[src/rtl/circ_conv_pkg.sv]
package circ_conv_pkg;
  typedef enum logic {
    SEQ_FIRST  = 1'b0,
    SEQ_SECOND = 1'b1
  } seq_sel_e;

  localparam int NUM_SEQ = 2;
endpackage

[src/rtl/seq_buffer.sv]
module seq_buffer #(
  parameter int W     = 8,
  parameter int DEPTH = 32,
  parameter int AW    = 5
) (
  input  logic          clk,
  input  logic          we,
  input  logic [AW-1:0] waddr,
  input  logic [W-1:0]  wdata,
  input  logic [AW-1:0] raddr,
  output logic [W-1:0]  rdata
);
  logic [W-1:0] mem [DEPTH];

  always_ff @(posedge clk) begin
    if (we) mem[waddr] <= wdata;
    rdata <= mem[raddr];
  end
endmodule

[src/rtl/index_gen.sv]
module index_gen #(
  parameter int MAX_LEN = 32,
  parameter int IDX_W   = 5,
  parameter int LEN_W   = 6
) (
  input  logic             clk,
  input  logic             rst,
  input  logic             launch,
  input  logic [LEN_W-1:0] n,
  output logic             active,
  output logic [IDX_W-1:0] x_idx,
  output logic [IDX_W-1:0] h_idx,
  output logic             first,
  output logic             last_i,
  output logic             last_k
);
  logic [IDX_W-1:0] k_q, i_q;
  logic [LEN_W-1:0] n_m1;

  assign n_m1   = n - LEN_W'(1);
  assign x_idx  = i_q;
  assign first  = (i_q == '0);
  assign last_i = (LEN_W'(i_q) == n_m1);
  assign last_k = (LEN_W'(k_q) == n_m1);

  // (k - i) mod n; the wrap branch is exact modulo 2^LEN_W and ends below n
  always_comb begin
    if (k_q >= i_q) h_idx = k_q - i_q;
    else            h_idx = IDX_W'(LEN_W'(k_q) + n - LEN_W'(i_q));
  end

  always_ff @(posedge clk) begin
    if (rst) begin
      active <= 1'b0;
      k_q    <= '0;
      i_q    <= '0;
    end else if (launch) begin
      active <= 1'b1;
      k_q    <= '0;
      i_q    <= '0;
    end else if (active) begin
      if (last_i) begin
        i_q <= '0;
        if (last_k) active <= 1'b0;
        else        k_q    <= k_q + IDX_W'(1);
      end else begin
        i_q <= i_q + IDX_W'(1);
      end
    end
  end
endmodule

[src/rtl/mac_unit.sv]
module mac_unit #(
  parameter int W     = 8,
  parameter int ACC_W = 21
) (
  input  logic                    clk,
  input  logic                    rst,
  input  logic                    in_v,
  input  logic                    first,
  input  logic                    last_i,
  input  logic                    last_k,
  input  logic signed [W-1:0]     a,
  input  logic signed [W-1:0]     b,
  output logic                    out_valid,
  output logic signed [ACC_W-1:0] out_data,
  output logic                    out_last
);
  logic signed [2*W-1:0]   prod;
  logic signed [ACC_W-1:0] prod_ext, base, sum;
  logic signed [ACC_W-1:0] acc;

  assign prod     = a * b;
  assign prod_ext = {{(ACC_W-2*W){prod[2*W-1]}}, prod};
  assign base     = first ? '0 : acc;
  assign sum      = base + prod_ext;

  always_ff @(posedge clk) begin
    if (rst) begin
      acc       <= '0;
      out_valid <= 1'b0;
      out_data  <= '0;
      out_last  <= 1'b0;
    end else begin
      out_valid <= in_v && last_i;
      out_last  <= in_v && last_i && last_k;
      if (in_v) begin
        acc <= sum;
        if (last_i) out_data <= sum;
      end
    end
  end
endmodule

[src/rtl/circ_conv_engine.sv]
module circ_conv_engine
  import circ_conv_pkg::*;
#(
  parameter int W       = 8,
  parameter int MAX_LEN = 32,
  localparam int IDX_W  = $clog2(MAX_LEN),
  localparam int LEN_W  = $clog2(MAX_LEN + 1),
  localparam int ACC_W  = 2 * W + $clog2(MAX_LEN)
) (
  input  logic             clk,
  input  logic             rst,
  input  logic             cfg_valid,
  input  logic             cfg_sel,
  input  logic [LEN_W-1:0] cfg_len,
  input  logic             smp_valid,
  input  logic             smp_sel,
  input  logic [W-1:0]     smp_data,
  input  logic             start,
  output logic             busy,
  output logic             err,
  output logic             out_valid,
  output logic [ACC_W-1:0] out_data,
  output logic             out_last
);
  logic [LEN_W-1:0] len_q [NUM_SEQ];
  logic [LEN_W-1:0] wp_q  [NUM_SEQ];
  logic             buf_we [NUM_SEQ];
  logic [IDX_W-1:0] buf_raddr [NUM_SEQ];
  logic [W-1:0]     buf_rdata [NUM_SEQ];

  logic [LEN_W-1:0] n_calc, n_reg;
  logic             launch, cfg_bad;

  logic             gen_active, gen_first, gen_last_i, gen_last_k;
  logic [IDX_W-1:0] gen_x_idx, gen_h_idx;

  logic             rd_v, rd_first, rd_last_i, rd_last_k, rd_xpad, rd_hpad;
  logic [W-1:0]     op_a, op_b;
  logic signed [ACC_W-1:0] mac_data;

  assign n_calc  = (len_q[SEQ_FIRST] > len_q[SEQ_SECOND]) ? len_q[SEQ_FIRST] : len_q[SEQ_SECOND];
  assign launch  = start && !busy && (n_calc != '0);
  assign cfg_bad = (cfg_len == '0) || (cfg_len > LEN_W'(MAX_LEN));

  assign buf_raddr[SEQ_FIRST]  = gen_x_idx;
  assign buf_raddr[SEQ_SECOND] = gen_h_idx;

  for (genvar s = 0; s < NUM_SEQ; s++) begin : g_seq
    assign buf_we[s] = smp_valid && !busy && (smp_sel == 1'(s)) && (wp_q[s] < len_q[s]);

    seq_buffer #(.W(W), .DEPTH(MAX_LEN), .AW(IDX_W)) buf_i (
      .clk   (clk),
      .we    (buf_we[s]),
      .waddr (wp_q[s][IDX_W-1:0]),
      .wdata (smp_data),
      .raddr (buf_raddr[s]),
      .rdata (buf_rdata[s])
    );

    always_ff @(posedge clk) begin
      if (rst) begin
        len_q[s] <= '0;
        wp_q[s]  <= '0;
      end else begin
        if (buf_we[s]) wp_q[s] <= wp_q[s] + LEN_W'(1);
        if (cfg_valid && !busy && !cfg_bad && (cfg_sel == 1'(s))) begin
          len_q[s] <= cfg_len;
          wp_q[s]  <= '0;
        end
      end
    end
  end

  always_ff @(posedge clk) begin
    if (rst) begin
      err   <= 1'b0;
      busy  <= 1'b0;
      n_reg <= '0;
    end else begin
      err <= cfg_valid && !busy && cfg_bad;
      if (rd_v && rd_last_i && rd_last_k) busy <= 1'b0;
      else if (launch) begin
        busy  <= 1'b1;
        n_reg <= n_calc;
      end
    end
  end

  index_gen #(.MAX_LEN(MAX_LEN), .IDX_W(IDX_W), .LEN_W(LEN_W)) gen_i (
    .clk    (clk),
    .rst    (rst),
    .launch (launch),
    .n      (n_calc),
    .active (gen_active),
    .x_idx  (gen_x_idx),
    .h_idx  (gen_h_idx),
    .first  (gen_first),
    .last_i (gen_last_i),
    .last_k (gen_last_k)
  );

  // read stage, aligned with the synchronous buffer output
  always_ff @(posedge clk) begin
    if (rst) begin
      rd_v      <= 1'b0;
      rd_first  <= 1'b0;
      rd_last_i <= 1'b0;
      rd_last_k <= 1'b0;
      rd_xpad   <= 1'b0;
      rd_hpad   <= 1'b0;
    end else begin
      rd_v      <= gen_active;
      rd_first  <= gen_first;
      rd_last_i <= gen_last_i;
      rd_last_k <= gen_last_k;
      rd_xpad   <= LEN_W'(gen_x_idx) >= len_q[SEQ_FIRST];
      rd_hpad   <= LEN_W'(gen_h_idx) >= len_q[SEQ_SECOND];
    end
  end

  assign op_a = rd_xpad ? '0 : buf_rdata[SEQ_FIRST];
  assign op_b = rd_hpad ? '0 : buf_rdata[SEQ_SECOND];

  mac_unit #(.W(W), .ACC_W(ACC_W)) mac_i (
    .clk       (clk),
    .rst       (rst),
    .in_v      (rd_v),
    .first     (rd_first),
    .last_i    (rd_last_i),
    .last_k    (rd_last_k),
    .a         (op_a),
    .b         (op_b),
    .out_valid (out_valid),
    .out_data  (mac_data),
    .out_last  (out_last)
  );

  assign out_data = mac_data;
endmodule

[config.mk]
export PLATFORM = sky130hd
export DESIGN_NAME = circ_conv_engine
export DESIGN_NICKNAME = d
export VERILOG_FILES = /design/src/rtl/circ_conv_pkg.sv /design/src/rtl/seq_buffer.sv /design/src/rtl/index_gen.sv /design/src/rtl/mac_unit.sv /design/src/rtl/circ_conv_engine.sv
export SDC_FILE = /design/constraint.sdc
export NUM_CORES = 1
export LEC_CHECK = 0
export ABC_AREA = 1
export BUFFER_PORTS_ARGS = -buffer_cell sky130_fd_sc_hd__buf_2
export CORE_MARGIN = 3
export CORE_UTILIZATION = 30
export CTS_BUF_LIST = sky130_fd_sc_hd__clkbuf_4 sky130_fd_sc_hd__clkbuf_8
export CTS_CLUSTER_DIAMETER = 50
export DETAILED_ROUTE_END_ITERATION = 10
export HOLD_SLACK_MARGIN = 0.12
export RECOVER_POWER = 100
export SETUP_SLACK_MARGIN = 0.4
export SYNTH_ARGS = -nofsm -noshare
export SYNTH_HDL_FRONTEND = slang
export SYNTH_HIERARCHICAL = 1
export SYNTH_SLANG_ARGS = --single-unit
[constraint.sdc]
create_clock -name clk -period 5 [get_ports clk]
set_clock_uncertainty 0.2 [all_clocks]
set_input_delay 1 -clock clk [delete_from_list [all_inputs] [get_ports clk]]
set_output_delay 1 -clock clk [all_outputs]
set_load 0.03 [all_outputs]
After elaboration in Yosys (flattened, before gate mapping)
Memories as Yosys holds them, arrays and structs flattened. A register that Yosys moved wholly into a read port is not among the register bits.
Index checks and enable logic that the tools add are counted.
{"block": "word_totals", "ff_bits": 63, "ramBits": 536, "input_bits": 21, "word_cells": 103, "n_memories": 4}
{"memory": "g_seq[0].buf_i.mem", "words": 32, "word_bits": 8, "read_ports": 1, "rd_clocked_by_memory_dff": 1, "wr": 1, "line": "seq_buffer.sv:13", "rtl": "logic [W-1:0] mem [DEPTH];"}
{"memory": "g_seq[1].buf_i.mem", "words": 32, "word_bits": 8, "read_ports": 1, "rd_clocked_by_memory_dff": 1, "wr": 1, "line": "seq_buffer.sv:13"}
{"memory": "len_q", "words": 2, "word_bits": 6, "read_ports": 2, "rd_clocked_by_memory_dff": 0, "wr": 2, "line": "circ_conv_engine.sv:25", "rtl": "logic [LEN_W-1:0] len_q [NUM_SEQ];"}
{"memory": "wp_q", "words": 2, "word_bits": 6, "read_ports": 2, "rd_clocked_by_memory_dff": 0, "wr": 2, "line": "circ_conv_engine.sv:26", "rtl": "logic [LEN_W-1:0] wp_q [NUM_SEQ];"}
{"block": "classes", "add_sub_neg": 9, "n_mul": 1, "n_lt_le_gt_ge": 7, "n_eq_ne": 2, "n_mux": 32, "n_bitwise": 9, "reduce_logical": 24}
{"op": "$mux 6", "n": 7}
{"op": "$add 21x16->21", "n": 1}
{"op": "$mux 21", "n": 1}
{"op": "$mux 1", "n": 20}
{"op": "$mul 8x8->16", "n": 1}
{"op": "$mux 8", "n": 2}
{"op": "$logic_and 1x1->1", "n": 14}
{"op": "$add 6x1->6 const B", "n": 2}
{"op": "$eq 5x6->1", "n": 2}
{"op": "$ge 5x6->1", "n": 2}
{"op": "$lt 6x6->1", "n": 2}
{"op": "$add 5x1->5 const B", "n": 2}
{"op": "$mux 5", "n": 2}
{"op": "$sub 5x5->5", "n": 2}
{"op": "$gt 6x6->1", "n": 1}
{"op": "$gt 6x6->1 const B", "n": 1}
{"op": "$logic_not 6->1", "n": 1}
{"op": "$or 1x1->1", "n": 6}
{"op": "$reduce_bool 6->1", "n": 1}
{"op": "$sub 6x1->6 const B", "n": 1}
{"op": "$add 5x5->5", "n": 1}
{"op": "$ge 5x5->1", "n": 1}
{"op": "$logic_not 5->1", "n": 1}
{"op": "$reduce_or 2->1", "n": 2}
{"op": "other kinds (5)", "n": 8}

Logic depth before layout (Yosys ltp)
Gate-level depths: netlist of run 1.
{"block": "depth", "ltp_word": 9, "mapped_depth": 26}

By module
The synthesis of run 1 kept the hierarchy.
{"module": "seq_buffer", "instances": 2, "cells_per_inst": 922, "area_per_inst_um2": 10786.6, "seq_area_each_um2": 7847.5}
{"module": "mac_unit", "instances": 1, "cells_per_inst": 744, "area_per_inst_um2": 5684.2, "seq_area_each_um2": 880.8}
{"module": "circ_conv_engine", "instances": 1, "cells_per_inst": 270, "area_per_inst_um2": 2227.1, "seq_area_each_um2": 880.8}
{"module": "index_gen", "instances": 1, "cells_per_inst": 195, "area_per_inst_um2": 1322.5, "seq_area_each_um2": 220.2}

Least setup slack after synthesis of run 1
Ideal clock, no wire load.
{"block": "synth_path", "kind": "flip-flop to flip-flop", "from": "reg rd_hpad", "to": "reg mac_i.acc[20]", "arrival_ns": 4.882, "required_ns": 4.691, "slack_ns": -0.191, "path_stages_with_launch": 24, "path_buffers": 2, "synth_period_minus_slack_ns": 5.191, "path_cell_list": "dfxtp_1 clkbuf_1 nor2_1 clkbuf_1 nand2_1 inv_1 fa_1 fa_1 fa_1 inv_1 fa_1 inv_1 ha_1 ha_1 nand2_1 inv_1 a21oi_2 nand2_2 nand2_1 nand2_1 nand3_1 nand3_1 nand2_1 inv_1"}
{"block": "synth_between", "elab_chain_cells": 3}
{"item": "start: declaration", "line": "circ_conv_engine.sv:37", "rtl": "logic rd_v, rd_first, rd_last_i, rd_last_k, rd_xpad, rd_hpad;"}
{"item": "start signal: assignment", "line": "circ_conv_engine.sv:117", "rtl": "rd_hpad <= LEN_W'(gen_h_idx) >= len_q[SEQ_SECOND];"}
{"item": "$mux 8", "line": "circ_conv_engine.sv:122", "rtl": "assign op_b = rd_hpad ? '0 : buf_rdata[SEQ_SECOND];"}
{"item": "named net op_b[0]", "line": "circ_conv_engine.sv:38", "rtl": "logic [W-1:0] op_a, op_b;"}
{"item": "$mul 8x8->16", "line": "mac_unit.sv:21", "rtl": "assign prod = a * b;"}
{"item": "$add 21x16->21", "line": "mac_unit.sv:24", "rtl": "assign sum = base + prod_ext;"}
{"item": "end signal: assignment", "line": "mac_unit.sv:36", "rtl": "acc <= sum;"}
{"item": "end: declaration", "line": "mac_unit.sv:19", "rtl": "logic signed [ACC_W-1:0] acc;"}
The timed path passes the listed nets, and every way through them passes these cells.
A chain may end at the register's enable or synchronous reset.

Worst setup path in the final report of run 1
{"block": "layout_path", "from": "reg rd_hpad", "to": "reg mac_i.out_data[14]"}
{"block": "layout_between", "elab_chain_cells": 3}
{"item": "$mux 8", "line": "circ_conv_engine.sv:122"}
{"item": "named net op_b[3]", "line": "circ_conv_engine.sv:38"}
{"item": "$mul 8x8->16", "line": "mac_unit.sv:21"}
{"item": "$add 21x16->21", "line": "mac_unit.sv:24"}
{"item": "end signal: assignment", "line": "mac_unit.sv:37", "rtl": "if (last_i) out_data <= sum;"}
{"item": "end: declaration", "line": "mac_unit.sv:14", "rtl": "output logic signed [ACC_W-1:0] out_data,"}
The timed path passes the listed nets, and every way through them passes these cells.

==> results.json, run 1 <==
{
  "rsz0062_at_grt": "yes",
  "clk_path_buf_depth": 3,
  "hold_depth": 2,
  "drc": 0,
  "setup_viol": 0,
  "fmax_ghz": 0.203,
  "holdWs_ns": 0.255,
  "finalHoldViolations": 0,
  "synth-seq-area-share": 0.574,
  "grt_max_degree": 129,
  "post-dp-hpwl_microns": 49100,
  "yosysWarnings": 6,
  "cp-end-kind": "flop",
  "viasPerCell": 4.58,
  "cts_sinks": 615,
  "ys_ff_latch": 615,
  "num_vias": 21100,
  "cts_root_buf": "clkbuf_8",
  "hold_path_class": "flop to flop",
  "ioPinCount": 46,
  "fp.dieW_microns": 326,
  "status": "complete, but fails checks",
  "cts_buffers": 98,
  "worstPathArrival_ns": 5.35,
  "violations": "max-capacitance violations, max-slew violations",
  "criticalPathCategory": "flop to flop",
  "antenna_found_initial": 2,
  "slew_violations": 455,
  "drtPass1Iterations": 5,
  "grt_pass1_wl_microns": 120000,
  "multiInputGateArea_sq_um": 11900,
  "layout_common_cells": "908 x nand2_1, 536 x edfxtp_1, 467 x nand3_1",
  "grt_use_total": 0.142,
  "start_util": 0.305,
  "cts_tree": "yes",
  "critPathLaunchType": "flop",
  "min_from": "rd_last_k",
  "period_needed_ns": 4.92,
  "path_clk_slew_ns": 0.06,
  "drive_gt1_frac": 0.153,
  "coreArea_sq_um": 101000,
  "die_y_microns": 326,
  "dieArea_sq_um": 107000,
  "fillers": 10100,
  "gp_congestion": 0.837,
  "yosysUniqueCellTypes": 43,
  "holdBufCountCts": 0,
  "r2r_cells": 23,
  "syn_area_sq_um": 30800,
  "rrSetupSlack_ns": 0.08,
  "slew_headroom": -0.749,
  "rows": 116,
  "insertion_delay_ns": 0.70,
  "syn_to_final_growth_pct": 15.7,
  "htree_num_levels": 3,
  "totalWireLength_microns": 76500,
  "grt_pass1_vias": 21200,
  "fin_nets": 3383,
  "final_common_cell": "nand2_1",
  "postSynthAreaPerCell_sq_um": 10.1,
  "ant_nets": 0,
  "place.port_buffers": 45,
  "synth_cells": 3053,
  "reg2reg_to": "mac_i/out_data[14]",
  "worst_pin_slew_ns": 2.62,
  "syn_nets": 3260,
  "wl_per_cell_microns": 16.6,
  "cp.required_ns": 5.43,
  "max_cap_violations": 12,
  "ff_latch_area_sq_um": 17700,
  "grt_overflow": 0,
  "drt_iter0_markers": 1481,
  "crit_fanout": 5,
  "reg2reg_from": "rd_hpad",
  "holdPathEnd": "mac_i/out_last",
  "period_share": 0.984
}
[area by class of cell]
type                            instances  share of cell area
Clock inverter                         29             0.00625
Sequential cell                       615               0.496
Tap cell                             1357              0.0476
Clock buffer                          144              0.0482
Inverter                              306              0.0329
Antenna cell                            1           0.0000702
Multi-Input combinational cell       1995               0.334
Timing Repair Buffer                  160              0.0347
[repair_timing]
action                                  CTS  global route
pin swaps                                42            65
setup buffers                            18            18
gates resized for setup                  84            82
endpoints found under the setup margin   33            39
[stage by stage]
stage	cells	area, sq um	worst slack, ns	TNS [ns]	utilization
2_1_floorplan	3053	31200	0.300	0	-
3_5_place_dp	4397	32800	-0.0876	-0.574	0.325
3_3_place_gp	4397	32800	-0.0288	-0.111	0.325
6_report	4607	35600	0.0820	0	0.353
5_1_grt	4607	35600	-0.0613	-0.407	0.353
4_1_cts	4588	35200	0.146	0	0.349
[synthesized netlist by cell type (all sizes together)]
cell type    n  area share
nand2      955        0.12
dfxtp       79       0.051
xor2        24      0.0068
a21oi       44      0.0074
nand3      486       0.081
clkinv       3     0.00037
o22ai        1     0.00020
xnor2       14      0.0040
fa          97       0.063
nor3b        1     0.00024
a21boi       3     0.00073
edfxtp     536        0.52
o21ai       31      0.0050
ha          89       0.036
clkbuf      41      0.0050
a211oi       5      0.0012
or2          3     0.00061
nor3         5     0.00081
a31oi        2     0.00041
o221ai       1     0.00028
inv        303       0.037
o2111ai      1     0.00028
o211ai       6      0.0015
nor2       205       0.026
buf         96       0.026
a21o         1     0.00024
nand3b       2     0.00049
o21a         8      0.0019
and2         2     0.00041
nand4        8      0.0016
o21bai       1     0.00024
[flip-flops by register name, indices dropped and copies added (netlist names), 5 cells and up]
| name | flops |
|---|---|
| g_seq.buf_i/rdata | 16 |
| wp_q | 12 |
| gen_i/k_q | 5 |
| mac_i/out_data | 21 |
| gen_i/x_idx | 5 |
| g_seq.buf_i/mem | 512 |
| mac_i/acc | 21 |
| len_q | 12 |
[cell families after synthesis]
kind of cell | Yosys count | share of synthesized area
adders and majority gates | 186 | 0.0992
and+or+nand+nor | 1667 | 0.229
xor gates and xnor gates | 38 | 0.0108
DFF | 615 | 0.574
AOI/OAI and AO/OA | 104 | 0.0195
buffers and inverters | 443 | 0.0682
[worst max-delay path, cell delays in order (launching register included)]
cell and delay (ns):
dfxtp_4 0.38, buf_4 0.15, nor2_4 0.15, nand2_1 0.07, inv_1 0.10, fa_2 0.49, buf_4 0.16, inv_4 0.07
fa_1 0.46, fa_1 0.55, inv_1 0.05, fa_1 0.52, ha_4 0.21, ha_4 0.28, nand2_4 0.10, inv_1 0.07
a21oi_4 0.21, nand2_4 0.10, buf_4 0.15, a21oi_4 0.12, nand2_2 0.09, nand3_2 0.06, nand2_1 0.07, inv_1 0.05
[how the worst max path moves through the flow]
| stage | endpoint | slack (ns) | start | cells past startpoint |
|---|---|---|---|---|
| 6_report | mac_i/out_data[14] | 0.08 | rd_hpad | 23 |
| 3_5_place_dp | mac_i/acc[18] | -0.09 | rd_xpad | 19 |
| 4_1_cts | mac_i/out_data[18] | 0.15 | g_seq[1].buf_i/rdata[7] | 21 |
| 3_3_place_gp | mac_i/out_data[13] | -0.03 | rd_hpad | 22 |
| 2_1_floorplan | mac_i/acc[20] | 0.30 | rd_hpad | 24 |
| 5_1_grt | mac_i/out_data[20] | -0.06 | rd_hpad | 26 |
[per-layer routing]
layer,routed length (microns),GRT usage,up-vias
met1,33300,0.182,10200
met2,37400,0.242,502
met4,2110,0.0554,2
li1,-,-,10300
met3,3580,0.0200,114
met5,8,0,-
Power of run 1 is left out: the tool's default activity adds up to more than one toggle a clock period on the data nets, which glitch-free logic cannot reach.
==> inputs of run 2 (changes only) <==
- clock period: 5 -> 5.5 ns (I/O delays scaled with it)
==> run 2 against run 1 <==
The run still ends with max-capacitance violations, max-slew violations left; maximum frequency down 1.7%; global-route usage down 0.16 points; non-clock buffer count down 56.
==> results.json, run 2 (synthesis gave the netlist of run 1 again) <==
{
  "status": "complete, but fails checks",
  "violations": "max-capacitance violations, max-slew violations",
  "hold_path_class": "flop to flop",
  "die_y_microns": 326,
  "finalNonFillerCells": 4562,
  "period_share": 0.909,
  "path_clk_slew_ns": 0.06,
  "setup_viol": 0,
  "cts_tree": "yes",
  "fin_nets": 3328,
  "syn_to_final_growth_pct": 11.7,
  "crit_fanout": 5,
  "cp-end-kind": "flop",
  "max_cap_violations": 11,
  "wl_per_cell_microns": 16.6,
  "gp_congestion": 0.850,
  "cp.required_ns": 5.91,
  "top_register": "g_seq.buf_i/mem",
  "grt_pass1_wl_microns": 118000,
  "multiInputGateArea_sq_um": 11200,
  "holdBufCountCts": 0,
  "place_area_sq_um": 32300,
  "dieArea_sq_um": 107000,
  "cts_root_buf": "clkbuf_8",
  "cts_buffers": 99,
  "grt_pass1_vias": 20800,
  "drtPass1Iterations": 5,
  "p_per_area_nw_per_um2": 578,
  "clk_path_buf_depth": 3,
  "ir_drop_mv": 0.958,
  "place.port_buffers": 45,
  "slew_violations": 608,
  "final_cell_area_sq_um": 34400,
  "drt_iter0_markers": 1765,
  "largest_reg_flops": 512,
  "rows": 116,
  "grt_use_total": 0.140,
  "totalWireLength_microns": 75500,
  "viasPerCell": 4.63,
  "slew_headroom": -1.30,
  "num_vias": 21100,
  "fp.dieW_microns": 326,
  "reg.largest.list": "g_seq.buf_i/mem (512), mac_i/acc (21), mac_i/out_data (21)",
  "fin_setup_tns_ns": 0,
  "criticalPathCategory": "flop to flop",
  "fillers": 10200,
  "gr-usage-met3": 0.0231,
  "worst_pin_slew_ns": 3.45,
  "finalHoldViolations": 0,
  "cts_sinks": 615,
  "grt-busiest-layer": "met2",
  "rsz0062_at_grt": "no",
  "post-dp-hpwl_microns": 47900,
  "met1_usage": 0.185,
  "grt_overflow": 0,
  "ioPinCount": 46,
  "insertion_delay_ns": 0.73,
  "coreArea_sq_um": 101000,
  "drc": 0,
  "layout_common_cells": "944 x nand2_1, 536 x edfxtp_1, 481 x nand3_1",
  "met2_usage": 0.237,
  "start_util": 0.305,
  "ff_latch_area_sq_um": 17700,
  "period_needed_ns": 5.00,
  "worstPathArrival_ns": 5.42,
  "final_common_cell": "nand2_1",
  "drive_gt1_frac": 0.0924,
  "antenna_found_initial": 3,
  "place_inst": 4367,
  "grt_max_degree": 83,
  "fmax_ghz": 0.200,
  "critPathLaunchType": "flop",
  "ant_nets": 0,
  "p_leak_uw": 0.0139,
  "htree_num_levels": 3
}
-- run 2: cell types whose count changed in the layout (fill, tap and decap cells not counted), moves of 18 or more --
cell and delta:
inv_1 +23, nand2_1 +36, clkinv_1 +18, nand2_2 -25, buf_4 -43, inv_2 -20
-- run 2: final cells by class --
cell class / count / area share
antenna: 2 / 0.000145
clock buffer: 128 / 0.0465
clock inverter: 55 / 0.0118
inverter: 306 / 0.0337
multi-input combinational: 1995 / 0.325
sequential: 615 / 0.514
tap: 1357 / 0.0493
timing repair buffer: 104 / 0.0197
-- run 2: through the flow --
step           hold slack (ns)  worst slack (ns)  total power, uW  utilization
2_1_floorplan            0.218             0.473            12600            -
3_3_place_gp             0.251             0.315            14800        0.319
3_5_place_dp             0.258             0.216            14900        0.319
4_1_cts                  0.265             0.411            19000        0.339
5_1_grt                  0.282             0.203            21700        0.341
6_report                 0.253             0.499            19900        0.341
-- run 2: worst paths after layout --
kind                           startpoint                 end  slack, ns  cells past startpoint
hold reg to reg                 rd_last_k      mac_i/out_last       0.25                      2
hold / removal                  rd_last_k      mac_i/out_last       0.25                      2
setup reg to reg  g_seq[1].buf_i/rdata[1]  mac_i/out_data[19]       0.50                     21
setup / recovery  g_seq[1].buf_i/rdata[1]  mac_i/out_data[19]       0.50                     21
-- run 2: worst max-delay path, cell delays in order (launching register included) --
cell      delay, ns
dfxtp_2        0.35
inv_1          0.07
nor2_1         0.17
clkbuf_1       0.22
buf_4          0.14
nand2_1        0.06
fa_1           0.48
inv_1          0.06
fa_1           0.46
fa_1           0.52
fa_1           0.57
fa_1           0.46
ha_4           0.32
nand2_1        0.07
nor2_1         0.15
nand2_1        0.09
nand3_2        0.10
nand2_1        0.09
nand3_1        0.11
nand3_1        0.08
nand2_1        0.09
inv_1          0.04
-- run 2: what timing repair did --
item	4_1_cts	5_1_grt
gates resized for setup	4	46
endpoints found under the setup margin	16	28
cloned	0	0
pin swaps	0	10
buffers inserted	0	10
-- run 2: power by group --
part	internal [uW]	leakage [uW]	switching, uW	total, uW
sequential	5190	0.00550	64.4	5250
clock	2110	0.00104	1860	3970
combinational	4090	0.00737	6580	10700
-- run 2: routing by layer --
| metal | share of wire | vias up |
|---|---|---|
| met5 | 0.00030 | - |
| met4 | 0.022 | 4 |
| met3 | 0.059 | 122 |
| met2 | 0.49 | 579 |
| met1 | 0.43 | 10200 |
| li1 | - | 10200 |
(Power assumes the default switching activity.)
